## src/rtl/ones_trk_pkg.sv

```systemverilog
package ones_trk_pkg;
  typedef enum logic [1:0] {
    STEP_HOLD = 2'd0,
    STEP_UP   = 2'd1,
    STEP_DOWN = 2'd2
  } step_e;
endpackage

```

## src/rtl/ones_shreg.sv

```systemverilog
module ones_shreg #(
  parameter int DEPTH = 16
) (
  input  logic             clk,
  input  logic             rst_n,
  input  logic             shift_en,
  input  logic             clear,
  input  logic             din,
  output logic [DEPTH-1:0] q,
  output logic             tail
);
  logic [DEPTH-1:0] shifted;
  logic [DEPTH-1:0] q_nxt;

  generate
    if (DEPTH == 1) begin : g_single
      assign shifted = din;
    end else begin : g_multi
      assign shifted = {q[DEPTH-2:0], din};
    end
  endgenerate

  always_comb begin
    q_nxt = q;
    if (clear)         q_nxt = '0;
    else if (shift_en) q_nxt = shifted;
  end

  always_ff @(posedge clk or negedge rst_n) begin
    if (!rst_n) q <= '0;
    else        q <= q_nxt;
  end

  assign tail = q[DEPTH-1];
endmodule

```

## src/rtl/ones_step_dec.sv

```systemverilog
module ones_step_dec
  import ones_trk_pkg::*;
(
  input  logic  shift_en,
  input  logic  din,
  input  logic  tail,
  output step_e step
);
  always_comb begin
    step = STEP_HOLD;
    if (shift_en && (din != tail)) begin
      step = din ? STEP_UP : STEP_DOWN;
    end
  end
endmodule

```

## src/rtl/ones_updn_cnt.sv

```systemverilog
module ones_updn_cnt
  import ones_trk_pkg::*;
#(
  parameter int CNT_W = 5
) (
  input  logic             clk,
  input  logic             rst_n,
  input  logic             clear,
  input  step_e            step,
  output logic [CNT_W-1:0] cnt
);
  logic [CNT_W-1:0] cnt_nxt;

  always_comb begin
    cnt_nxt = cnt;
    if (clear) begin
      cnt_nxt = '0;
    end else begin
      unique case (step)
        STEP_UP:   cnt_nxt = cnt + CNT_W'(1);
        STEP_DOWN: cnt_nxt = cnt - CNT_W'(1);
        default:   cnt_nxt = cnt;
      endcase
    end
  end

  always_ff @(posedge clk or negedge rst_n) begin
    if (!rst_n) cnt <= '0;
    else        cnt <= cnt_nxt;
  end
endmodule

```

## src/rtl/ones_tracker.sv

```systemverilog
module ones_tracker
  import ones_trk_pkg::*;
#(
  parameter int DEPTH = 16,
  parameter int CNT_W = $clog2(DEPTH + 1)
) (
  input  logic             clk,
  input  logic             rst_n,
  input  logic             shift_en,
  input  logic             clear,
  input  logic             din,
  output logic [DEPTH-1:0] shreg_q,
  output logic [CNT_W-1:0] ones_cnt
);
  logic  tail;
  step_e step;

  ones_shreg #(.DEPTH(DEPTH)) u_shreg (
    .clk      (clk),
    .rst_n    (rst_n),
    .shift_en (shift_en),
    .clear    (clear),
    .din      (din),
    .q        (shreg_q),
    .tail     (tail)
  );

  ones_step_dec u_dec (
    .shift_en (shift_en),
    .din      (din),
    .tail     (tail),
    .step     (step)
  );

  ones_updn_cnt #(.CNT_W(CNT_W)) u_cnt (
    .clk   (clk),
    .rst_n (rst_n),
    .clear (clear),
    .step  (step),
    .cnt   (ones_cnt)
  );
endmodule

```

## config.mk

```make
export PLATFORM = sky130hd
export DESIGN_NAME = ones_tracker
export DESIGN_NICKNAME = d
export VERILOG_FILES = /design/src/rtl/ones_trk_pkg.sv /design/src/rtl/ones_shreg.sv /design/src/rtl/ones_step_dec.sv /design/src/rtl/ones_updn_cnt.sv /design/src/rtl/ones_tracker.sv
export SDC_FILE = /design/constraint.sdc
export NUM_CORES = 1
export LEC_CHECK = 0
export BUFFER_PORTS_ARGS = -buffer_cell sky130_fd_sc_hd__buf_2
export CAP_MARGIN = 40
export CORE_UTILIZATION = 50
export DETAILED_ROUTE_END_ITERATION = 8
export PLACE_DENSITY_LB_ADDON = 0.2
export SYNTH_ARGS = -nofsm -noshare
export SYNTH_HDL_FRONTEND = slang
export SYNTH_SLANG_ARGS = --single-unit
```

## constraint.sdc

```tcl
create_clock -name clk -period 2.5 [get_ports clk]
set_clock_uncertainty 0.05 [all_clocks]
set_input_delay 0.25 -clock clk [delete_from_list [all_inputs] [get_ports clk]]
set_output_delay 0.25 -clock clk [all_outputs]
set_load 0.02 [all_outputs]
```

### Yosys cells after proc, flatten, opt, wreduce, memory -nomap -nowiden

Cells that the tools add are included.

* flip-flop bits (word level): 21
* bits in latches: 0
* bits in writable memories: 0
* bits in read-only memories: 0
* input port bits: 5
* memories kept: 0

* $add $sub $neg: 2
* multiply operators: 0
* div/mod/pow operators: 0
* order comparisons: 0
* equality and inequality tests: 3
* shift-type cells: 0
* multiplexer cells: 6
* bitwise operators: 0
* reductions and logical operators: 3

Operator list (count)
* 16-bit 2-to-1 mux: 2
* 5-bit case mux with 2 select lines: 1
* 5-bit by 1-bit adder with 5-bit output, second input constant: 1
* 5-bit 2-to-1 mux: 1
* 5-bit by 1-bit subtractor with 5-bit output, second input constant: 1
* 2-bit 2-to-1 mux: 2
* 3-bit nonzero test: 1
* 2-bit by 1-bit == test with 1-bit output, second input constant: 1
* 2-bit == test, second input constant: 1
* 2-bit nonzero test: 1
* 1-bit logical AND: 1
* 1-bit inequality test: 1

### Depth between registers and ports, before layout

Gate-level depths: netlist of the first run.

* depth in word-level cells: 6
* depth in mapped cells: 7

### Hierarchy

From an unflattened synthesis of the first run, not the netlist that was laid out.

* cells, all modules: 93
* area total of the unflattened synthesis: 1062.3 µm²

By module, submodules not included
* ones_shreg: times used 1, cells each 53, area an instance 668.1 µm²
* ones_updn_cnt: times used 1, cells each 38, area an instance 376.6 µm²
* ones_step_dec: times used 1, cells each 2, area an instance 17.5 µm²

### Worst setup path after synthesis of the first run

No wires, ideal clock.

* kind: flip-flop to flip-flop
* start: reg u_cnt.cnt[1]
* end: reg u_cnt.cnt[4]
* setup time: 0.125 ns
* data arrival time: 1.849 ns
* data required time: 2.325 ns
* setup slack: 0.476 ns
* stages on the path, launching flop included: 7
* clock period less this slack: 2.024 ns
* cells stage by stage: dfrtp_1 -> xnor2_1 -> ha_1 -> o31a_1 -> or3_1 -> a21oi_1 -> mux2_2

* longest elaborated chain between the ends: 3
* elaborated cells between the ends (all ways): 4
* those cells by class: 2 x add/sub; 2 x mux

RTL lines
* from (decl): RTL line ones_updn_cnt.sv:10 `output logic [CNT_W-1:0] cnt`
* from (signal assigned): RTL line ones_updn_cnt.sv:29 `else cnt <= cnt_nxt;`
* 5-bit by 1-bit subtractor with 5-bit output / 5-bit by 1-bit adder with 5-bit output (equally long branches): RTL line ones_updn_cnt.sv:21, ones_updn_cnt.sv:20
* 5-bit case mux with 2 select lines (*): RTL line ones_updn_cnt.sv:19 `unique case (step)`
* 5-bit 2-to-1 mux (*): RTL line ones_updn_cnt.sv:16 `if (clear) begin`

Mark *: on every way between the ends. The rest lies on a longest branch, timed or not.
A chain may end at the register's enable or synchronous reset.

### Worst setup path in the final report of the first run

* start: reg u_shreg.q[15]
* end: reg u_cnt.cnt[4]

* longest elaborated chain between the ends: 6
* elaborated cells between the ends (all ways): 8
* those cells by class: 3 x eq/ne; 3 x mux; 2 x reduce/logical

RTL lines
* from (decl): RTL line ones_shreg.sv:9 `output logic [DEPTH-1:0] q,`
* from (signal assigned): RTL line ones_shreg.sv:31 `else q <= q_nxt;`
* 1-bit inequality test (*): RTL line ones_step_dec.sv:11 `if (shift_en && (din != tail)) begin`
* 1-bit logical AND (*): RTL line ones_step_dec.sv:11
* 2-bit 2-to-1 mux (*): RTL line ones_step_dec.sv:11
* 2-bit == test / 2-bit by 1-bit == test with 1-bit output (equally long branches): RTL line ones_updn_cnt.sv:19
* 5-bit case mux with 2 select lines: RTL line ones_updn_cnt.sv:19
* 5-bit 2-to-1 mux: RTL line ones_updn_cnt.sv:16

Marks and branches as above.

==> out/qor.yml, run 1 <==
status: "completed"
grt_first_pass_wirelength_um: 2690
crit_type: "register to register"
power_uw: 576
multiInputGateArea_um2: 435
drt-total-wl_um: 1810
yosys.area_share.simple_pct: 14.6
crit_buf_inv: 0
pwr-share-comb_pct: 10.9
critPathMaxStageDelay_ps: 460
cp_max_fo: 4
irDropWorstVdd_mv: 0.334
die-area_um2: 2170
ff_latch_area_um2: 526
max_freq_ghz: 0.473
cts.path.max_buffers: 2
dp_hpwl_um: 1180
antenna_found_initial: 0
vias: 742
fillCellCount: 170
clk_latency_ps: 300
drive_above_1_share_pct: 28.2
worstReg2RegEnd: "u_cnt.cnt[4]"
crit_cells: 7
rrSetupSlack_ps: 390
synth_compound_area_share_pct: 6.78
grt_pass1_vias: 651
fp.dieW_um: 46.6
synth_cells: 91
cts_max_level: 1
slew_headroom_pct: 68.8
startpoint_type: "register"
detail-route-antenna-nets: 0
synth.avg_cell_area_um2: 10.9
rows: 15
synth_top_family_by_area: "multiplexers"
drtIter0Drc: 7
vias_per_cell: 5.23
fin_crit_ps: 2110
core-area_um2: 1800
final_cells: 142
power_switching_uw: 146
yosys.cell_count.top_type: "dfrtp_1"
path_cells: "nand3b_4 > xnor2_1 > ha_1 > o31a_1 > or3_1 > a21oi_1 > mux2_2"
synth_xor_area_share_pct: 2.64
drc: 0
wl_met1_um: 820
slew_violations: 0
intPower_uw: 430
setup.worst_path.start: "u_shreg.q[15]"
end_kind: "register"
fin_crit_sh_pct: 84.5
rsz0062_at_grt: "false"
grt_util_all_layers_pct: 17.9
synth-warning-count: 0
synth.largest_area_cell: "dfrtp_1"
synth_nets: 98
yosys_register_bits: 21
grt_max_degree: 23
synth_fa_ha_area_share_pct: 2.51
yosysSeqAreaShare_pct: 52.8
hold_path_class: "primary input to register"
gp_congestion: 0.862
top_level_ports: 26
synth_mux_area_share_pct: 17.2
fin_tns_setup_ps: 0
firstDrtPassIters: 4
whs_ps: 228
cap_violations: 0
synth_common_cells: "dfrtp_1 (21), nor2_1 (18), mux2i_1 (16)"
utilization_pct: 64.9
ys_top_cells_by_area: "dfrtp_1 (53%), mux2i_1 (16%), nor2_1 (6.8%)"
pre_cts_ws_ps: 390
slowest_stage: "dfrtp_1"
synth_cell_types: 24
cts_made_buffers: 3
p_per_area_nw_per_um2: 493
cts.sink_count: 21
reg2reg_depth: 7
port_buffers: 25
synth-main-ff-cell: "dfrtp_1"
required_ps: 2650
finalWorstSetupSlack_ps: 387
timing.rr.start: "u_shreg.q[15]"
cts-root-buf: "clkbuf_4"
cts_tree: "done"
crit_end: "u_cnt.cnt[4]"
syn_to_final_growth_pct: 17.3
tightest_slew_ps: 468
setup_viol: 0
wl_per_cell_um: 12.7
seqPwrFrac_pct: 61.0
die_y_um: 46.6
synth_enable_flop_cells: 0
nets: 125
finalInstanceArea_um2: 1170
cp_data_arrival_time_ps: 2260
place_area_um2: 1130
diodes: 0
grt_overflow: 0
crit_family: "flip-flops"
async_flop_share_pct: 100
start_util_pct: 55.3
syn_area_um2: 996
switching_share_pct: 25.3
leakage_nw: 0.677
p_clk_share_pct: 28.1
place_inst: 137
routed-wl-met2_um: 923
top_layer_used: "met4"
wl_met3_um: 54
synth_top_area_share_pct: 52.8
finalHoldViolCount: 0
path_clk_slew_ps: 110
[registers in the layout (all words and copies together), names as in the netlist]
register / count
u_shreg.q: 16
u_cnt.cnt: 5
[cell families (layout without fill, tap and decap cells)]
logic type      count (synthesis)  after routing
mux                            17             17
compound gates                 12             12
buf+inv                         7             33
simple gates                   29             29
xor+xnor                        3              3
flops                          21             21
fa+ha+maj                       2              2
[layout make-up]
class	instances	area share, %
Clock buffer	4	2.25
Inverter	2	0.642
Multi-Input combinational cell	63	37.3
Sequential cell	21	45.0
Tap cell	25	2.68
Timing Repair Buffer	27	12.2
[per-layer routing]
layer	vias up	global-route usage, %
li1	360	-
met1	366	21.8
met2	14	30.8
met3	2	2.35
met4	0	8.57
met5	-	0
[power groups by stage]
stage	sequential, mW	combinational, mW	clock [mW]
floorplan	0.364	0.0330	0
global placement	0.358	0.0613	0
detailed placement	0.358	0.0625	0
CTS	0.352	0.0644	0.172
global route	0.353	0.0701	0.177
finish	0.352	0.0629	0.162
[worst min-delay path by stage]
stage                     slack (ps)  depth (start not counted)   from             to
after floorplan                 -100                          0  rst_n   u_cnt.cnt[0]
after global placement           180                          1  rst_n  u_shreg.q[13]
after detailed placement         190                          1  rst_n  u_shreg.q[11]
after CTS                        210                          3    din   u_shreg.q[0]
after global routing             250                          3    din   u_shreg.q[0]
final                            230                          3    din   u_shreg.q[0]
[layout by cell type (no fill, tap or decap), types with 2 or more instances in the layout]
| cell type | instances |
|---|---|
| ha_1 | 2 |
| xor2_1 | 2 |
| buf_2 | 25 |
| dfrtp_1 | 21 |
| a21oi_1 | 7 |
| clkbuf_4 | 3 |
| nor2_1 | 18 |
| mux2i_1 | 16 |
| inv_1 | 2 |
| or3_1 | 3 |
| o21ai_0 | 3 |
[timing repair]
action | 4_1_cts | 5_1_grt
setup buffers | 0 | 0
endpoints found under the hold margin | 21 | 0
gates resized for setup | 0 | 0
hold buffers | 1 | 0
[worst min-delay path: cells and delay by family]
family	cells	cell delay, ps
simple gates	1	80
mux	1	80
buf+inv	1	130
Note: power is estimated with default switching activity, not from simulation.
==> run 2, diff against run 1 <==
- CORE_ASPECT_RATIO: default -> 0.6
- CORE_UTILIZATION: 50 -> 45
- clock period: 2.5 -> 1.89 ns (I/O delays scaled with it)
==> run 2 against run 1 <==
Compared with the run above:
- the flow now finishes with violations (negative setup slack)
- first-iteration DRC count increased to 6.6 times the previous value
- fmax rose by 2.5%
- hold slack better by 60 ps
- sequential power grew 32%
- combinational power up 55%
- non-clock buffer count up 9
- register-to-register slack got worse by 560 ps
- global-route usage increased by 2.2 points
- die area is 11% higher
- routed wire length up 16%
- power is 47% higher
- critical endpoint unchanged
- largest power group unchanged
==> out/qor.yml, run 2 (synthesis gave the netlist of run 1 again) <==
fin_crit_ps: 2060  # -52.4 ps
setup_viol: 1  # +1
grt_util_all_layers_pct: 20.1  # +2.2 points
violations: "negative setup slack"
required_ps: 1980  # -670 ps
finalInstanceArea_um2: 1280  # +9.9%
power_uw: 847  # +47%
cts_tree: "done"
port_buffers: 25  # unchanged
die_y_um: 38.4  # -18%
firstDrtPassIters: 4  # unchanged
cts.sink_count: 21  # unchanged
cp_data_arrival_time_ps: 2160  # -100 ps
max_freq_ghz: 0.485  # +2.5%
die-area_um2: 2410  # +11%
tightest_slew_ps: 466  # -2.21 ps
place_area_um2: 1200  # +6.0%
gp_congestion: 0.845  # -2.0%
grt_overflow: 0  # unchanged
largest_reg_flops: 16  # unchanged
drc: 0  # unchanged
rsz0062_at_grt: "true"
slew_headroom_pct: 68.9  # +0.15 points
final_common_cell: "buf_2"
grt_pass1_vias: 772  # +19%
cts-root-buf: "clkbuf_8"
vias: 809  # +9.0%
top_level_ports: 26  # unchanged
utilization_pct: 65.3  # +0.41 points
cts_made_buffers: 3  # unchanged
rrSetupSlack_ps: -170  # -560 ps
detail-route-antenna-nets: 0  # unchanged
leakage_nw: 0.741  # +9.4%
crit_type: "register to register"
grt_max_degree: 23  # unchanged
critPathMaxStageDelay_ps: 410  # -50 ps
grt.busiest_layer: "met2"
cts_max_level: 1  # unchanged
hold_path_class: "primary input to register"
cts.path.max_buffers: 2  # unchanged
diodes: 0  # unchanged
place_inst: 148  # +8.0%
syn_to_final_growth_pct: 28.9
nets: 134  # +7.2%
drive_above_1_share_pct: 38.1  # +9.9 points
max_flop_register: "u_shreg.q"
reg_top3: "u_shreg.q (16), u_cnt.cnt (5)"
finalWorstSetupSlack_ps: -171  # -558 ps
met3_usage_pct: 5.65  # +3.3 points
end_kind: "register"
fin_crit_sh_pct: 109  # +25 points
slew_violations: 0  # unchanged
wl_per_cell_um: 13.6  # +6.8%
antenna_found_initial: 0  # unchanged
cp_max_fo: 3  # -1
drt-total-wl_um: 2100  # +16%
path_cells: "nand3b_4 > xnor2_2 > ha_2 > o31a_1 > or3_4 > a21oi_2 > mux2_4"
dp_hpwl_um: 1450  # +23%
p_per_area_nw_per_um2: 660  # +34%
grtUsageMet1_pct: 25.6  # +3.8 points
path_clk_slew_ps: 70  # -40 ps
final_cell_mix: "buf_2 (25), dfrtp_1 (20), nor2_1 (18)"
rows: 12  # -3
worstReg2RegEnd: "u_cnt.cnt[4]"
vias_per_cell: 5.25  # +0.53%
hold_path.startpoint: "clear"
clk_latency_ps: 250  # -50 ps
use_met2_pct: 35.3  # +4.5 points
core-area_um2: 1970  # +9.2%
min_to: "u_shreg.q[11]"
grt_first_pass_wirelength_um: 3580  # +33%
fp.dieW_um: 62.7  # +35%
slowest_stage: "dfrtp_1"
startpoint_type: "register"
drtIter0Drc: 46  # +39
final_cells: 154  # +8.5%
finalHoldViolCount: 0  # unchanged
reg2reg_depth: 7  # unchanged
hold_depth: 2  # -1
timing.rr.start: "u_shreg.q[15]"
cap_violations: 0  # unchanged
status: "complete, but fails checks"
start_util_pct: 50.6  # -4.6 points
irDropWorstVdd_mv: 0.484  # +45%
-- run 2: critical path: cells and delay by family, from the launching register on --
family,cells,cell delay (ps)
XOR/XNOR,1,150
adder cells (fa/ha/maj),1,180
flip-flops,1,410
multiplexers,1,310
AND/OR/NAND/NOR,2,470
AO/OA/AOI/OAI,2,390
-- run 2: timing repair --
item | 4_1_cts | 5_1_grt
gates resized for setup | 1 | 3
pin swaps | 1 | 1
hold buffers | 1 | 0
endpoints found under the setup margin | 1 | 1
endpoints found under the hold margin | 21 | 0
setup buffers | 0 | 1
-- run 2: area by class of cell --
cell class	count	area, um2
fillers	170	683
flip-flops and latches	21	527
multi-input cells	63	458
repair buffers	36	210
clock buffers	3	41.3
well taps	28	35.0
inverters	2	7.51
clock inverters	1	5.00
-- run 2: worst max path at each step --
stage / startpoint / end / depth (start not counted)
floorplan: u_shreg.q[15] / u_cnt.cnt[4] / 7
global placement: u_shreg.q[15] / u_cnt.cnt[4] / 7
detailed placement: u_shreg.q[15] / u_cnt.cnt[4] / 7
CTS: u_shreg.q[15] / u_cnt.cnt[4] / 7
global route: u_shreg.q[15] / u_cnt.cnt[4] / 7
finish: u_shreg.q[15] / u_cnt.cnt[4] / 7
-- run 2: per-layer routing --
layer | part of all wire (%) | vias to the layer above
li1 | - | 381
met1 | 47 | 404
met2 | 48 | 22
met3 | 4.9 | 2
met4 | 0.52 | 0
met5 | 0 | -
-- run 2: report_power, final --
| part | internal, mW | switching [mW] |
|---|---|---|
| Sequential | 0.457 | 0.00654 |
| Combinational | 0.0386 | 0.0588 |
| Clock | 0.147 | 0.140 |
-- run 2: per-stage QoR --
step / hold WS, ps / TNS (ps) / setup WS, ps
floorplan: -157 / -79.0 / -79.0
CTS: 286 / -149 / -149
detailed placement: 122 / -142 / -142
finish: 288 / -171 / -171
global route: 307 / -223 / -223
global placement: 121 / -55.6 / -55.6
==> run 3, diff against run 2 <==
- CORE_ASPECT_RATIO: 0.6 -> default
- CORE_UTILIZATION: 45 -> 50
- SETUP_SLACK_MARGIN: default -> 0.15
- clock period: 1.89 -> 2 ns (I/O delays scaled with it)
==> run 3 against run 2 <==
Compared with the run above:
- routed wire length shrank 7.2%
- sequential share of layout area grew 1.8 points
- critical endpoint unchanged
- highest routed layer unchanged
- power is 14% lower
- sequential power decreased by 5.2%
- register-to-register slack better by 160 ps
- via count is 5.1% lower
- clock power fell by 29%
- global-route usage up 0.082 points
- fmax is 2.4% higher
- the flow still finishes with violations (negative setup slack)
- cell area down 4.3%
==> out/qor.yml, run 3 (synthesis gave the netlist of run 1 again) <==
rsz0062_at_grt: "true"
hold_path_class: "primary input to register"
start_util_pct: 55.3  # +4.6 points
timing.rr.start: "u_shreg.q[15]"
cp_data_arrival_time_ps: 2160  # about the same
min_to: "u_shreg.q[0]"
tightest_slew_ps: 468  # +2.35 ps
gp_congestion: 0.808  # -4.3%
fp.dieW_um: 46.6  # -26%
nets: 129  # -3.7%
grt_pass1_vias: 721  # -6.6%
end_kind: "register"
clk_latency_ps: 300  # +50 ps
p_per_area_nw_per_um2: 590  # -11%
cts_tree: "done"
critPathMaxStageDelay_ps: 400  # about the same
cts-root-buf: "clkbuf_4"
port_buffers: 25  # unchanged
drive_above_1_share_pct: 35.5  # -2.6 points
wl_per_cell_um: 13.3  # -2.1%
required_ps: 2140  # +160 ps
grt_max_degree: 23  # unchanged
grt_util_all_layers_pct: 20.2  # +0.082 points
drc: 0  # unchanged
crit_family: "simple AND/OR/NAND/NOR gates"
max_freq_ghz: 0.497  # +2.4%
crit_type: "register to register"
diodes: 0  # unchanged
antenna_found_initial: 0  # unchanged
rows: 15  # +3
crit_buf_inv: 0  # unchanged
rrSetupSlack_ps: -10  # +160 ps
leakage_nw: 0.700  # -5.5%
path_cells: "nand3b_4 > xnor2_1 > ha_2 > o31a_1 > or3_4 > a21oi_4 > mux2_4"
dp_hpwl_um: 1410  # -2.4%
slew_headroom_pct: 68.8  # -0.16 points
path_clk_slew_ps: 120  # +50 ps
largest_reg_flops: 16  # unchanged
hold_depth: 4  # +2
fin_crit_ps: 2010  # -48.1 ps
drtIter0Drc: 14  # -70%
core-area_um2: 1800  # -8.4%
cts.path.max_buffers: 2  # unchanged
cts_made_buffers: 3  # unchanged
fin_crit_sh_pct: 101  # -8.4 points
vias: 768  # -5.1%
grt_overflow: 0  # unchanged
die-area_um2: 2170  # -9.8%
final_cell_mix: "buf_2 (25), dfrtp_1 (20), nor2_1 (18)"
detail-route-antenna-nets: 0  # unchanged
hold_path.startpoint: "din"
whs_ps: 238  # -49.7 ps
pre_cts_ws_ps: -2.19  # +140 ps
setup_viol: 1  # unchanged
reg2reg_depth: 7  # unchanged
firstDrtPassIters: 3  # -1
top_level_ports: 26  # unchanged
cts.sink_count: 21  # unchanged
finalHoldViolCount: 0  # unchanged
grt_first_pass_wirelength_um: 3030  # -15%
worstReg2RegEnd: "u_cnt.cnt[4]"
cp_max_fo: 4  # +1
slew_violations: 0  # unchanged
violations: "negative setup slack"
drt-total-wl_um: 1950  # -7.2%
cts_max_level: 1  # unchanged
max_flop_register: "u_shreg.q"
startpoint_type: "register"
vias_per_cell: 5.26  # +0.13%
final_common_cell: "buf_2"
finalWorstSetupSlack_ps: -12.9  # +158 ps
irDropWorstVdd_mv: 0.419  # -14%
cap_violations: 0  # unchanged
reg_top3: "u_shreg.q (16), u_cnt.cnt (5)"
die_y_um: 46.6  # +21%
syn_to_final_growth_pct: 23.4
slowest_stage: "dfrtp_1"
status: "complete, but fails checks"
[run 3: worst max-delay path by stage]
stage                       start      endpoint  slack (ps)  cells after the start
finish              u_shreg.q[15]  u_cnt.cnt[4]         -10                      7
global route        u_shreg.q[15]  u_cnt.cnt[4]         -80                      7
CTS                 u_shreg.q[15]  u_cnt.cnt[4]         -20                      7
detailed placement            din  u_cnt.cnt[4]          -2                      8
global placement              din  u_cnt.cnt[4]          60                      8
floorplan           u_shreg.q[15]  u_cnt.cnt[4]          30                      7
[run 3: timing repair]
| action | in CTS | in global routing |
|---|---|---|
| pin swaps | 0 | 2 |
| setup buffers | 0 | 0 |
| hold endpoints to repair | 21 | 0 |
| hold buffers | 1 | 0 |
| endpoints found under the setup margin | 1 | 2 |
| gates resized for setup | 1 | 4 |
[run 3: cell type report]
| type | instances | area, um2 |
|---|---|---|
| tap | 25 | 31.3 |
| fill | 172 | 573 |
| inverter | 2 | 7.51 |
| multi-input combinational | 63 | 463 |
| clock inverter | 1 | 5.00 |
| timing repair buffer | 31 | 173 |
| sequential | 21 | 527 |
| clock buffer | 3 | 22.5 |
[run 3: layer usage]
layer | GRT usage (%) | up-vias | share of wire (%)
met5 | 0 | - | 0
li1 | - | 373 | -
met2 | 32.2 | 14 | 51
met1 | 25.2 | 377 | 45
met4 | 12.0 | 0 | 1.4
met3 | 3.53 | 4 | 2.4
[run 3: through the flow]
step	cell area [um2]	power (mW)	TNS, ps	std cells	util, %
6_report	1230	0.725	-12.9	146	68.2
2_1_floorplan	1000	0.497	0	91	-
3_5_place_dp	1170	0.530	-2.19	141	64.7
5_1_grt	1230	0.761	-75.2	146	68.2
4_1_cts	1210	0.735	-22.6	146	67.0
3_3_place_gp	1170	0.527	0	141	64.7
[run 3: power breakdown]
group	total, mW	internal [mW]	switching (mW)	leakage [nW]
Clock	0.202	0.0744	0.127	0.0177
Sequential	0.439	0.432	0.00770	0.289
Combinational	0.0842	0.0322	0.0520	0.394
Total	0.725	0.538	0.187	0.700
[run 3: tightest hold or removal path, cell delays in order]
cell	delay (ps)
buf_2	90
buf_4	120
mux2i_1	60
nor2_1	80
